`config.mk`:
```
export PLATFORM = sky130hd
export DESIGN_NAME = msad_search
export DESIGN_NICKNAME = d
export VERILOG_FILES = /design/src/rtl/msad_pkg.sv /design/src/rtl/msad_ctrl.sv /design/src/rtl/msad_pe.sv /design/src/rtl/msad_rowsum.sv /design/src/rtl/msad_best.sv /design/src/rtl/msad_search.sv
export SDC_FILE = /design/constraint.sdc
export NUM_CORES = 2
export LEC_CHECK = 0
export ABC_CLOCK_PERIOD_IN_PS = 26700
export CORE_AREA = 4 4 274 276
export CTS_CLUSTER_DIAMETER = 200
export DETAILED_ROUTE_END_ITERATION = 7
export DIE_AREA = 0 0 278 280
export GPL_TIMING_DRIVEN = 0
export PLACE_DENSITY = 0.82
export SLEW_MARGIN = 0
export SYNTH_ARGS = -nofsm -noshare
export SYNTH_HDL_FRONTEND = slang
export SYNTH_HIERARCHICAL = 1
export SYNTH_SLANG_ARGS = --single-unit
```
`constraint.sdc`:
```
create_clock -name clk -period 26.7 [get_ports clk]
set_input_delay 5.34 -clock clk [delete_from_list [all_inputs] [get_ports clk]]
set_output_delay 5.34 -clock clk [all_outputs]
set_load 0.01 [all_outputs]
```
`src/rtl/msad_pkg.sv`:
```
package msad_pkg;
  localparam int PIX_W   = 8;
  localparam int PIX_MAX = (1 << PIX_W) - 1;
  typedef logic [PIX_W-1:0] pix_t;
endpackage

```
`src/rtl/msad_ctrl.sv`:
```
module msad_ctrl #(
  parameter  int N  = 16,
  parameter  int P  = 8,
  localparam int RW = $clog2(N),
  localparam int UW = $clog2(2*P)
) (
  input  logic          clk,
  input  logic          rst_n,
  input  logic          go,
  output logic          issue,
  output logic [RW-1:0] row,
  output logic [UW-1:0] du,
  output logic [UW-1:0] dv,
  output logic          first_row,
  output logic          last_row,
  output logic          first_cand,
  output logic          last_cand
);
  localparam logic [RW-1:0] ROW_END = RW'(N-1);
  localparam logic [UW-1:0] D_END   = UW'(2*P-1);

  logic          act_q, act_d;
  logic [RW-1:0] row_q, row_d;
  logic [UW-1:0] du_q, du_d, dv_q, dv_d;

  always_comb begin
    act_d = act_q;
    row_d = row_q;
    du_d  = du_q;
    dv_d  = dv_q;
    if (!act_q) begin
      if (go) begin
        act_d = 1'b1;
        row_d = '0;
        du_d  = '0;
        dv_d  = '0;
      end
    end else if (row_q == ROW_END) begin
      row_d = '0;
      if (du_q == D_END) begin
        du_d = '0;
        if (dv_q == D_END) begin
          dv_d  = '0;
          act_d = 1'b0;
        end else begin
          dv_d = dv_q + 1'b1;
        end
      end else begin
        du_d = du_q + 1'b1;
      end
    end else begin
      row_d = row_q + 1'b1;
    end
  end

  always_ff @(posedge clk or negedge rst_n) begin
    if (!rst_n) begin
      act_q <= 1'b0;
      row_q <= '0;
      du_q  <= '0;
      dv_q  <= '0;
    end else begin
      act_q <= act_d;
      row_q <= row_d;
      du_q  <= du_d;
      dv_q  <= dv_d;
    end
  end

  assign issue      = act_q;
  assign row        = row_q;
  assign du         = du_q;
  assign dv         = dv_q;
  assign first_row  = (row_q == '0);
  assign last_row   = (row_q == ROW_END);
  assign first_cand = (du_q == '0) && (dv_q == '0);
  assign last_cand  = (du_q == D_END) && (dv_q == D_END);

  // rows advance one per cycle within a candidate
  p_row_step_r6: assert property (@(posedge clk) disable iff (!rst_n)
    (issue && !last_row) |=> (issue && row == $past(row) + 1'b1));

  // a finished candidate wraps to row 0 of the next one
  p_row_wrap_r6: assert property (@(posedge clk) disable iff (!rst_n)
    (issue && last_row && !last_cand) |=> (issue && row == '0));
endmodule

```
`src/rtl/msad_pe.sv`:
```
module msad_pe import msad_pkg::*; (
  input  logic clk,
  input  logic rst_n,
  input  logic load,
  input  pix_t cur,
  input  pix_t rf,
  output pix_t diff
);
  pix_t a_q, a_d, b_q, b_d;
  logic on_q;

  always_comb begin
    a_d = load ? cur : a_q;
    b_d = load ? rf  : b_q;
  end

  always_ff @(posedge clk or negedge rst_n) begin
    if (!rst_n) begin
      a_q  <= '0;
      b_q  <= '0;
      on_q <= 1'b0;
    end else begin
      a_q  <= a_d;
      b_q  <= b_d;
      on_q <= load;
    end
  end

  assign diff = on_q ? ((a_q > b_q) ? (a_q - b_q) : (b_q - a_q)) : '0;
endmodule

```
`src/rtl/msad_rowsum.sv`:
```
module msad_rowsum import msad_pkg::*; #(
  parameter  int N  = 16,
  localparam int SW = $clog2(N*PIX_MAX+1)
) (
  input  logic [N*PIX_W-1:0] diffs,
  output logic [SW-1:0]      sum
);
  always_comb begin
    sum = '0;
    for (int j = 0; j < N; j++) begin
      sum = sum + SW'(diffs[j*PIX_W +: PIX_W]);
    end
  end
endmodule

```
`src/rtl/msad_best.sv`:
```
module msad_best #(
  parameter int P  = 8,
  parameter int UW = 4,
  parameter int SW = 12,
  parameter int CW = 16
) (
  input  logic          clk,
  input  logic          rst_n,
  input  logic          valid,
  input  logic          first_row,
  input  logic          last_row,
  input  logic          first_cand,
  input  logic          last_cand,
  input  logic [UW-1:0] du,
  input  logic [UW-1:0] dv,
  input  logic [SW-1:0] rowsum,
  output logic          done,
  output logic [CW-1:0] cost,
  output logic [UW-1:0] best_u,
  output logic [UW-1:0] best_v
);
  logic [CW-1:0] acc_q, acc_d, run_q, run_d, out_q, out_d;
  logic [UW-1:0] ru_q, ru_d, rv_q, rv_d, ou_q, ou_d, ov_q, ov_d;
  logic [CW-1:0] base, total;
  logic          better, close, fin, done_q;

  always_comb begin
    base   = first_row ? '0 : acc_q;
    total  = base + CW'(rowsum);
    better = first_cand || (total < run_q);
    close  = valid && last_row;
    fin    = close && last_cand;
    acc_d  = valid ? total : acc_q;
    run_d  = run_q;
    ru_d   = ru_q;
    rv_d   = rv_q;
    if (close && better) begin
      run_d = total;
      ru_d  = du;
      rv_d  = dv;
    end
    out_d = out_q;
    ou_d  = ou_q;
    ov_d  = ov_q;
    if (fin) begin
      out_d = run_d;
      ou_d  = ru_d;
      ov_d  = rv_d;
    end
  end

  always_ff @(posedge clk or negedge rst_n) begin
    if (!rst_n) begin
      acc_q  <= '0;
      run_q  <= '0;
      ru_q   <= '0;
      rv_q   <= '0;
      out_q  <= '0;
      ou_q   <= UW'(P);
      ov_q   <= UW'(P);
      done_q <= 1'b0;
    end else begin
      acc_q  <= acc_d;
      run_q  <= run_d;
      ru_q   <= ru_d;
      rv_q   <= rv_d;
      out_q  <= out_d;
      ou_q   <= ou_d;
      ov_q   <= ov_d;
      done_q <= fin;
    end
  end

  assign done   = done_q;
  assign cost   = out_q;
  assign best_u = ou_q;
  assign best_v = ov_q;

  // adding a row never wraps the accumulator
  p_no_overflow_r9: assert property (@(posedge clk) disable iff (!rst_n)
    valid |-> (total >= base));

  // the running minimum never grows within a search
  p_min_monotone_r1: assert property (@(posedge clk) disable iff (!rst_n)
    (close && !first_cand) |=> (run_q <= $past(run_q)));

  // the completion flag is a single-cycle pulse
  p_done_pulse_r7: assert property (@(posedge clk) disable iff (!rst_n)
    done |=> !done);

  // reported results move only together with the completion flag
  p_result_hold_r7: assert property (@(posedge clk) disable iff (!rst_n)
    !done_q && !$past(fin) |-> ($stable(out_q) && $stable(ou_q) && $stable(ov_q)));
endmodule

```
`src/rtl/msad_search.sv`:
```
module msad_search import msad_pkg::*; #(
  parameter  int N   = 16,
  parameter  int P   = 8,
  localparam int NN  = N*N,
  localparam int WIN = N + 2*P - 1,
  localparam int RW  = $clog2(N),
  localparam int UW  = $clog2(2*P),
  localparam int WW  = $clog2(WIN),
  localparam int SW  = $clog2(N*PIX_MAX+1),
  localparam int CW  = $clog2(NN*PIX_MAX+1)
) (
  input  logic                 clk,
  input  logic                 rst_n,
  input  logic                 start,
  input  logic [NN-1:0]        mask_in,
  output logic                 busy,
  output logic                 rd_en,
  output logic [RW-1:0]        rd_cur_row,
  output logic [WW-1:0]        rd_ref_row,
  output logic [WW-1:0]        rd_ref_col,
  input  logic [N*PIX_W-1:0]   cur_pix,
  input  logic [N*PIX_W-1:0]   ref_pix,
  output logic                 done,
  output logic signed [UW-1:0] mv_row,
  output logic signed [UW-1:0] mv_col,
  output logic [CW-1:0]        min_cost
);
  logic          accept, issue;
  logic [RW-1:0] row0, row1;
  logic [UW-1:0] du0, dv0, du1, dv1, du2, dv2;
  logic          fr0, lr0, fc0, lc0;
  logic          v1, fr1, lr1, fc1, lc1;
  logic          v2, fr2, lr2, fc2, lc2;
  logic [NN-1:0] mask_q;
  logic [N-1:0]  mrow1, mrow2, load;
  logic [N*PIX_W-1:0] diffs;
  logic [SW-1:0] rsum;
  logic [UW-1:0] best_u, best_v;

  assign busy   = issue | v1 | v2;
  assign accept = start & ~busy;

  msad_ctrl #(.N(N), .P(P)) u_ctrl (
    .clk(clk), .rst_n(rst_n), .go(accept), .issue(issue), .row(row0),
    .du(du0), .dv(dv0), .first_row(fr0), .last_row(lr0),
    .first_cand(fc0), .last_cand(lc0)
  );

  assign rd_en      = issue;
  assign rd_cur_row = row0;
  assign rd_ref_row = WW'(row0) + WW'(du0);
  assign rd_ref_col = WW'(dv0);

  always_ff @(posedge clk or negedge rst_n) begin
    if (!rst_n) begin
      mask_q <= '0;
    end else if (accept) begin
      mask_q <= mask_in;
    end
  end

  always_ff @(posedge clk or negedge rst_n) begin
    if (!rst_n) begin
      v1 <= 1'b0; fr1 <= 1'b0; lr1 <= 1'b0; fc1 <= 1'b0; lc1 <= 1'b0;
      row1 <= '0; du1 <= '0; dv1 <= '0;
      v2 <= 1'b0; fr2 <= 1'b0; lr2 <= 1'b0; fc2 <= 1'b0; lc2 <= 1'b0;
      du2 <= '0; dv2 <= '0; mrow2 <= '0;
    end else begin
      v1 <= issue; fr1 <= fr0; lr1 <= lr0; fc1 <= fc0; lc1 <= lc0;
      row1 <= row0; du1 <= du0; dv1 <= dv0;
      v2 <= v1; fr2 <= fr1; lr2 <= lr1; fc2 <= fc1; lc2 <= lc1;
      du2 <= du1; dv2 <= dv1;
      mrow2 <= v1 ? mrow1 : '0;
    end
  end

  assign mrow1 = mask_q[int'(row1)*N +: N];

  for (genvar j = 0; j < N; j++) begin : g_pe
    assign load[j] = v1 & mrow1[j];
    msad_pe u_pe (
      .clk(clk), .rst_n(rst_n), .load(load[j]),
      .cur(cur_pix[j*PIX_W +: PIX_W]), .rf(ref_pix[j*PIX_W +: PIX_W]),
      .diff(diffs[j*PIX_W +: PIX_W])
    );

    // an element left off by the mask feeds zero to the row sum
    p_gate_zero_r4: assert property (@(posedge clk) disable iff (!rst_n)
      (v2 && !mrow2[j]) |-> (diffs[j*PIX_W +: PIX_W] == '0));
  end

  msad_rowsum #(.N(N)) u_sum (.diffs(diffs), .sum(rsum));

  msad_best #(.P(P), .UW(UW), .SW(SW), .CW(CW)) u_best (
    .clk(clk), .rst_n(rst_n), .valid(v2), .first_row(fr2), .last_row(lr2),
    .first_cand(fc2), .last_cand(lc2), .du(du2), .dv(dv2), .rowsum(rsum),
    .done(done), .cost(min_cost), .best_u(best_u), .best_v(best_v)
  );

  assign mv_row = $signed(best_u - UW'(P));
  assign mv_col = $signed(best_v - UW'(P));

  // an accepted start opens the schedule at the first request
  p_sched_open_r6: assert property (@(posedge clk) disable iff (!rst_n)
    accept |=> (rd_en && rd_cur_row == '0 && rd_ref_row == '0 && rd_ref_col == '0));

  // completion is flagged only once the search has drained
  p_done_idle_r7: assert property (@(posedge clk) disable iff (!rst_n)
    done |-> !busy);

  // the reported vector lies inside the search range
  p_mv_range_r2: assert property (@(posedge clk) disable iff (!rst_n)
    done |-> (mv_row >= -P && mv_row <= P-1 && mv_col >= -P && mv_col <= P-1));
endmodule

```
# Word level (Yosys, flattened, before mapping)
# Index checks and enable logic that the tools add are counted.
# word_totals
output_inout_bits	41
mem_bits_rw	0
rom_bits	0
ff_bits	636
word_cells	236
n_memories	0
latch_bits	0
# classes
shift	1
n_addsub	54
mux	51
mul	0
n_bitwise	20
reduce_logical	12
div	0
magnitude_cmp	17
eq_ne	5
# op_table
op	count
2-to-1 mux 8 bit	32
variable part select 256 x 9 -> 16 bit	1
subtractor 8 bit	32
adder 12 x 8 -> 12 bit	14
> comparator 8 bit	16
2-to-1 mux 4 bit	12
2-to-1 mux 16 bit	2
AND 1 bit	17
adder 16 x 12 -> 16 bit	1
less-than comparator 16 bit	1
adder 4 x 1 -> 4 bit (second input constant)	3
equality test 4 bit (second input constant)	3
zero test 4 bit	3
adder 8 x 8 -> 9 bit	1
subtractor 4 bit (second input constant)	2
adder 4 x 4 -> 5 bit	1
logical AND 1 bit	5
2-to-1 mux 1 bit	5
!= test 2 bit (second input constant)	2
AND reduction 3 bit	1
bitwise OR 1 bit	2
AND reduction 2 bit	1
nonzero test 2 bit	1
logical OR 1 bit	1
NOT 1 bit	1

# Depth between registers and ports, before layout
# depth
word_depth	23
ltp_mapped	45
mapped_depth_nobuf	43

# By module
# The synthesis kept the hierarchy.
# modules_own_cells
module	cells_each	area_per_inst_um2	n_inst
msad_pe at g_pe[0].u_pe ...	171	1397.6	10
msad_search	853	12689.7	1
msad_pe at g_pe[14].u_pe ...	171	1400.1	5
msad_best	391	3980.1	1
msad_rowsum	348	3367.0	1
msad_pe at g_pe[9].u_pe	173	1393.8	1
msad_ctrl	80	764.5	1

# Least setup slack after synthesis
# OpenSTA, ideal clock, no wires.
# synth_timing
path_type	register to register
from	register g_pe[9].u_pe.a_q[0]
to	register u_best.ru_q[2]
arrival_ns	9.230
stages_incl_launch_ff	41
required_ns	26.575
path_slack_ns	17.345
setup_time_ns	0.125
path_cell_list	dfrtp_1 inv_1 ha_1 inv_1 fa_1 nand3_1 a21oi_1 o21a_1 buf_4 o311ai_0 inv_1 fa_1 fa_1 inv_1 fa_1 fa_1 fa_1 inv_1 [... 5 more ...] nor2b_4 o2111ai_1 nand3_1 nor2_1 xnor2_1 ha_1 and3_1 a31oi_2 or4_1 o21ai_2 ha_1 a21oi_1 nor2_1 a211oi_1 o211ai_4 a21oi_4 buf_6 mux2_4
# synth_between
elab_chain_cells	15
elab_cells_between_ends	17
classes_between	add/sub: 10; order compare: 2; mux: 3; reduce/logical: 2
# synth_lines
element	line_no	text
start: declaration	msad_pe.sv:9	pix_t a_q, a_d, b_q, b_d;
start signal: assignment	msad_pe.sv:19	a_q <= '0;
start signal: assignment	msad_pe.sv:23	a_q <= a_d;
subtractor 8 bit / > comparator 8 bit (equally long branches)	msad_pe.sv:29	assign diff = on_q ? ((a_q > b_q) ? (a_q - b_q) : (b_q - a_q)) : '0;
2-to-1 mux 8 bit * (2 in series)	msad_pe.sv:29	
named net diffs[74]	msad_search.sv:36	logic [N*PIX_W-1:0] diffs;
adder 12 x 8 -> 12 bit * (7 in series)	msad_rowsum.sv:11	sum = sum + SW'(diffs[j*PIX_W +: PIX_W]);
named net rsum[8]	msad_search.sv:37	logic [SW-1:0] rsum;
adder 16 x 12 -> 16 bit *	msad_best.sv:29	total = base + CW'(rowsum);
named net u_best.total[13]	msad_best.sv:24	logic [CW-1:0] base, total;
less-than comparator 16 bit *	msad_best.sv:30	better = first_cand || (total < run_q);
logical OR 1 bit *	msad_best.sv:30	
logical AND 1 bit *	msad_best.sv:37	if (close && better) begin
2-to-1 mux 4 bit *	msad_best.sv:37	
named net u_best.ru_d[2]	msad_best.sv:23	logic [UW-1:0] ru_q, ru_d, rv_q, rv_d, ou_q, ou_d, ov_q, ov_d;
end signal: assignment	msad_best.sv:65	ru_q <= ru_d;
end: declaration	msad_best.sv:23	
# Mark *: on every way through the listed nets, which the timed path passes. The rest lies on a longest branch.
# A chain may end at the register's enable or synchronous reset.

# Worst setup path in the final report
# layout_timing
from	register g_pe[13].u_pe.a_q[0]
to	register u_best.out_q[13], in the netlist u_best/cost[13]
# layout_between
elab_chain_cells	11
elab_cells_between_ends	13
classes_between	add/sub: 6; order compare: 2; mux: 3; reduce/logical: 2
# layout_lines
element	line_no	text
start: declaration	msad_pe.sv:9	
start signal: assignment	msad_pe.sv:19	
start signal: assignment	msad_pe.sv:23	
subtractor 8 bit / > comparator 8 bit (equally long branches)	msad_pe.sv:29	
2-to-1 mux 8 bit * (2 in series)	msad_pe.sv:29	
named net diffs[109]	msad_search.sv:36	
adder 12 x 8 -> 12 bit * (3 in series)	msad_rowsum.sv:11	
named net rsum[11]	msad_search.sv:37	
adder 16 x 12 -> 16 bit *	msad_best.sv:29	
named net u_best.total[15]	msad_best.sv:24	
less-than comparator 16 bit *	msad_best.sv:30	
logical OR 1 bit *	msad_best.sv:30	
logical AND 1 bit *	msad_best.sv:37	
2-to-1 mux 16 bit *	msad_best.sv:37	
end signal: assignment	msad_best.sv:67	out_q <= out_d;
end: declaration	msad_best.sv:22	logic [CW-1:0] acc_q, acc_d, run_q, run_d, out_q, out_d;
# Marks and branches as above.

==> results.json <==
{
  "ios": 556,
  "maxSlewViolCount": 0,
  "finalSetupViolCount": 0,
  "grt_max_degree": 117,
  "worstHoldStart": "fc1",
  "via_per_inst": 6.022,
  "ff2ff_setup_slack_ns": 15.60,
  "cts_resized": 0,
  "cpPeakStageDelay_ns": 0.75,
  "cts_hold_buffers": 0,
  "post-route-period-util_pct": 41.58,
  "ys_ff_latch": 636,
  "critPathKind": "reg2reg",
  "wl_per_cell_um": 22.13,
  "arrival_ns": 11.60,
  "grt_pass1_vias": 37390,
  "grt_setup_unrepaired": "no",
  "cts.sinks": 636,
  "period_needed_ns": 11.10,
  "worst_pin_slew_ns": 1.298,
  "yosys_warnings": 6,
  "drc": 0,
  "placed_area_mm2": 0.05009,
  "drt_iter0_drc": 3221,
  "use_met2_pct": 56.35,
  "grtUsageMet1_pct": 42.21,
  "die_w_um": 278,
  "cts_buffer_depth": 3,
  "cp-end-kind": "register",
  "cp_slowest_cell": "o311ai_0",
  "grt_use_met3_pct": 7.722,
  "dieArea_mm2": 0.07784,
  "grt_antenna_before_repair": 60,
  "core_area_mm2": 0.07259,
  "synthesis.area_mm2": 0.04317,
  "final_cell_mix": "634 x dfrtp_1, 553 x clkdlybuf4s50_1, 519 x inv_1, 411 x nand2_1, 371 x o21ai_0",
  "syn_inst": 4410,
  "num-nets-final": 5999,
  "synth-main-ff-cell": "dfrtp_1",
  "reg2reg_from": "g_pe[13].u_pe/a_q[0]",
  "whs_ns": 0.3274,
  "detail-route-antenna-nets": 0,
  "final_area_mm2": 0.05282,
  "cp-start-kind": "register",
  "postCtsSetupBuffers": 0,
  "port_buffers": 554,
  "clk_pin_slew_ns": 0.06,
  "first_pass_iters": 5,
  "fillers": 5261,
  "hold_end": "fc2",
  "place_inst": 5929,
  "hp-class": "reg2reg",
  "required_ns": 27.20,
  "drt-total-wl_mm": 135.3,
  "max_freq_mhz": 90.08,
  "yosysSeqAreaShare_pct": 36.87,
  "start_util_pct": 59.48,
  "hold_depth": 0,
  "synth-edff-count": 0,
  "die_h_um": 280,
  "grt_overflow": 0,
  "numCtsBuffers": 72,
  "syn_to_final_growth_pct": 22.34,
  "synthArstFlopShare_pct": 100.0,
  "outcome": "complete, no violations",
  "relSlewSlack_pct": 12.55,
  "fin_skew_ns": 0.04580,
  "critPathMaxFanout": 10,
  "ys_types": 84,
  "htreeDepth": 3,
  "syn_nets": 5365,
  "busiest_layer": "met2",
  "stdcell_count": 6112,
  "final_core_util_pct": 72.76,
  "reg2reg_depth": 39,
  "hold_viol": 0,
  "grt_pass1_wl_mm": 209.2,
  "num_vias": 36810,
  "root_buffer": "clkbuf_16",
  "drive_gt1_share_pct": 8.449,
  "r2r_end": "u_best/cost[13]",
  "dpl.hpwl_mm": 106.0,
  "clkLatencyLatePin_ns": 0.65,
  "drv_cap": 0,
  "grt_usage_pct": 34.01,
  "final_common_cell": "dfrtp_1",
  "place_congestion": 0.9401,
  "cts_tree": "built",
  "syn_area_per_cell_um2": 9.789,
  "num_rows": 99
}
==> metrics by stage <==
stage	TNS (ns)	setup slack [ns]
finish	0	15.60
global route	0	15.22
CTS	0	15.68
detailed placement	0	15.83
global placement	-4922.04	-7.925
floorplan	0	17.34
==> layout make-up <==
class	count	area, um^2	area share [%]
Multi-Input combinational cell	3016	23940	45.32
Sequential cell	636	15920	30.14
Timing Repair Buffer	560	5715	10.82
Clock buffer	98	2039	3.861
Inverter	529	1986	3.760
Buffer	229	1333	2.523
Tap cell	959	1200	2.272
Clock inverter	33	559.3	1.059
Antenna cell	52	130.1	0.2464
==> registers in the layout, indices dropped and copies added (netlist names), 16 cells and up <==
signal and count:
u_best/run_q 16, g_pe.u_pe/b_q 128, u_best/cost 16, g_pe.u_pe/on_q 16, mask_q 256, u_best/acc_q 16, g_pe.u_pe/a_q 128
==> per-layer routing <==
layer	up-vias	part of all wire [%]
li1	16830	-
met1	18130	39
met2	1475	48
met3	355	7.4
met4	20	5.6
met5	-	0.12
==> how the worst max path moves through the flow <==
stage | from | endpoint | cells past startpoint
2_1_floorplan | g_pe[9].u_pe/a_q[0] | u_best/ru_q[2] | 40
5_1_grt | g_pe[13].u_pe/a_q[0] | u_best/cost[13] | 39
3_3_place_gp | rst_n | g_pe[8].u_pe/b_q[4] | 1
4_1_cts | g_pe[13].u_pe/a_q[0] | u_best/cost[13] | 39
6_report | g_pe[13].u_pe/a_q[0] | u_best/cost[13] | 39
3_5_place_dp | g_pe[13].u_pe/a_q[0] | u_best/cost[13] | 39
==> Yosys cell counts, drive strengths merged, types with 5 or more instances <==
cell type / count / area [um^2]
dfrtp: 634 / 15870
inv: 519 / 1948
nand2: 411 / 1543
o21ai: 386 / 1977
mux2: 309 / 3547
ha: 298 / 3729
a21oi: 283 / 1533
nand4: 146 / 913.4
fa: 142 / 2843
buf: 137 / 985.9
mux2i: 103 / 1031
nor2: 93 / 367.9
clkbuf: 92 / 346.6
nand3: 58 / 290.3
a21o: 57 / 427.9
a211oi: 53 / 397.9
a22oi: 50 / 375.4
and4: 49 / 431.7
or3: 48 / 305.3
o311ai: 44 / 385.4
o21a: 36 / 270.3
nor4: 35 / 219.0
nand3b: 33 / 247.7
o21bai: 33 / 247.7
a211o: 30 / 262.8
nor2b: 30 / 195.2
nand4b: 26 / 227.7
nand2b: 24 / 150.1
a31oi: 23 / 150.1
or2: 19 / 118.9
and2: 18 / 112.6
nor3: 18 / 90.09
or4: 18 / 138.9
xnor2: 17 / 148.9
and3b: 16 / 140.1
nor3b: 15 / 112.6
o2111ai: 15 / 137.6
mux4: 14 / 315.3
o22ai: 12 / 75.07
clkinv: 10 / 37.54
o211ai: 8 / 73.82
o41ai: 6 / 60.06
and3: 5 / 31.28
xor2: 5 / 43.79
==> cell families (layout without fill, tap and decap cells) <==
group | Yosys count | count (layout) | share of synthesized area (%)
AO/OA/AOI/OAI | 1064 | 1064 | 15.36
XOR/XNOR | 22 | 22 | 0.4463
adder cells (fa/ha/maj) | 440 | 440 | 15.22
buffers and inverters | 758 | 1449 | 7.686
flip-flops | 636 | 636 | 36.87
multiplexers | 426 | 426 | 11.33
other | 1 | 53 | 0.008686
AND/OR/NAND/NOR | 1063 | 1063 | 13.07
==> critical path, delay by kind of cell, from the launching register on <==
family / cells / cell delay [ns]
AOI/OAI and AO/OA: 11 / 2.88
xor gates and xnor gates: 1 / 0.38
DFF: 1 / 0.39
and+or+nand+nor: 7 / 1.71
adders and majority gates: 11 / 4.60
buffers and inverters: 9 / 0.99
Power is not shown: default switching activity piles up to over one toggle a cycle in this logic, so the estimate is an artifact.
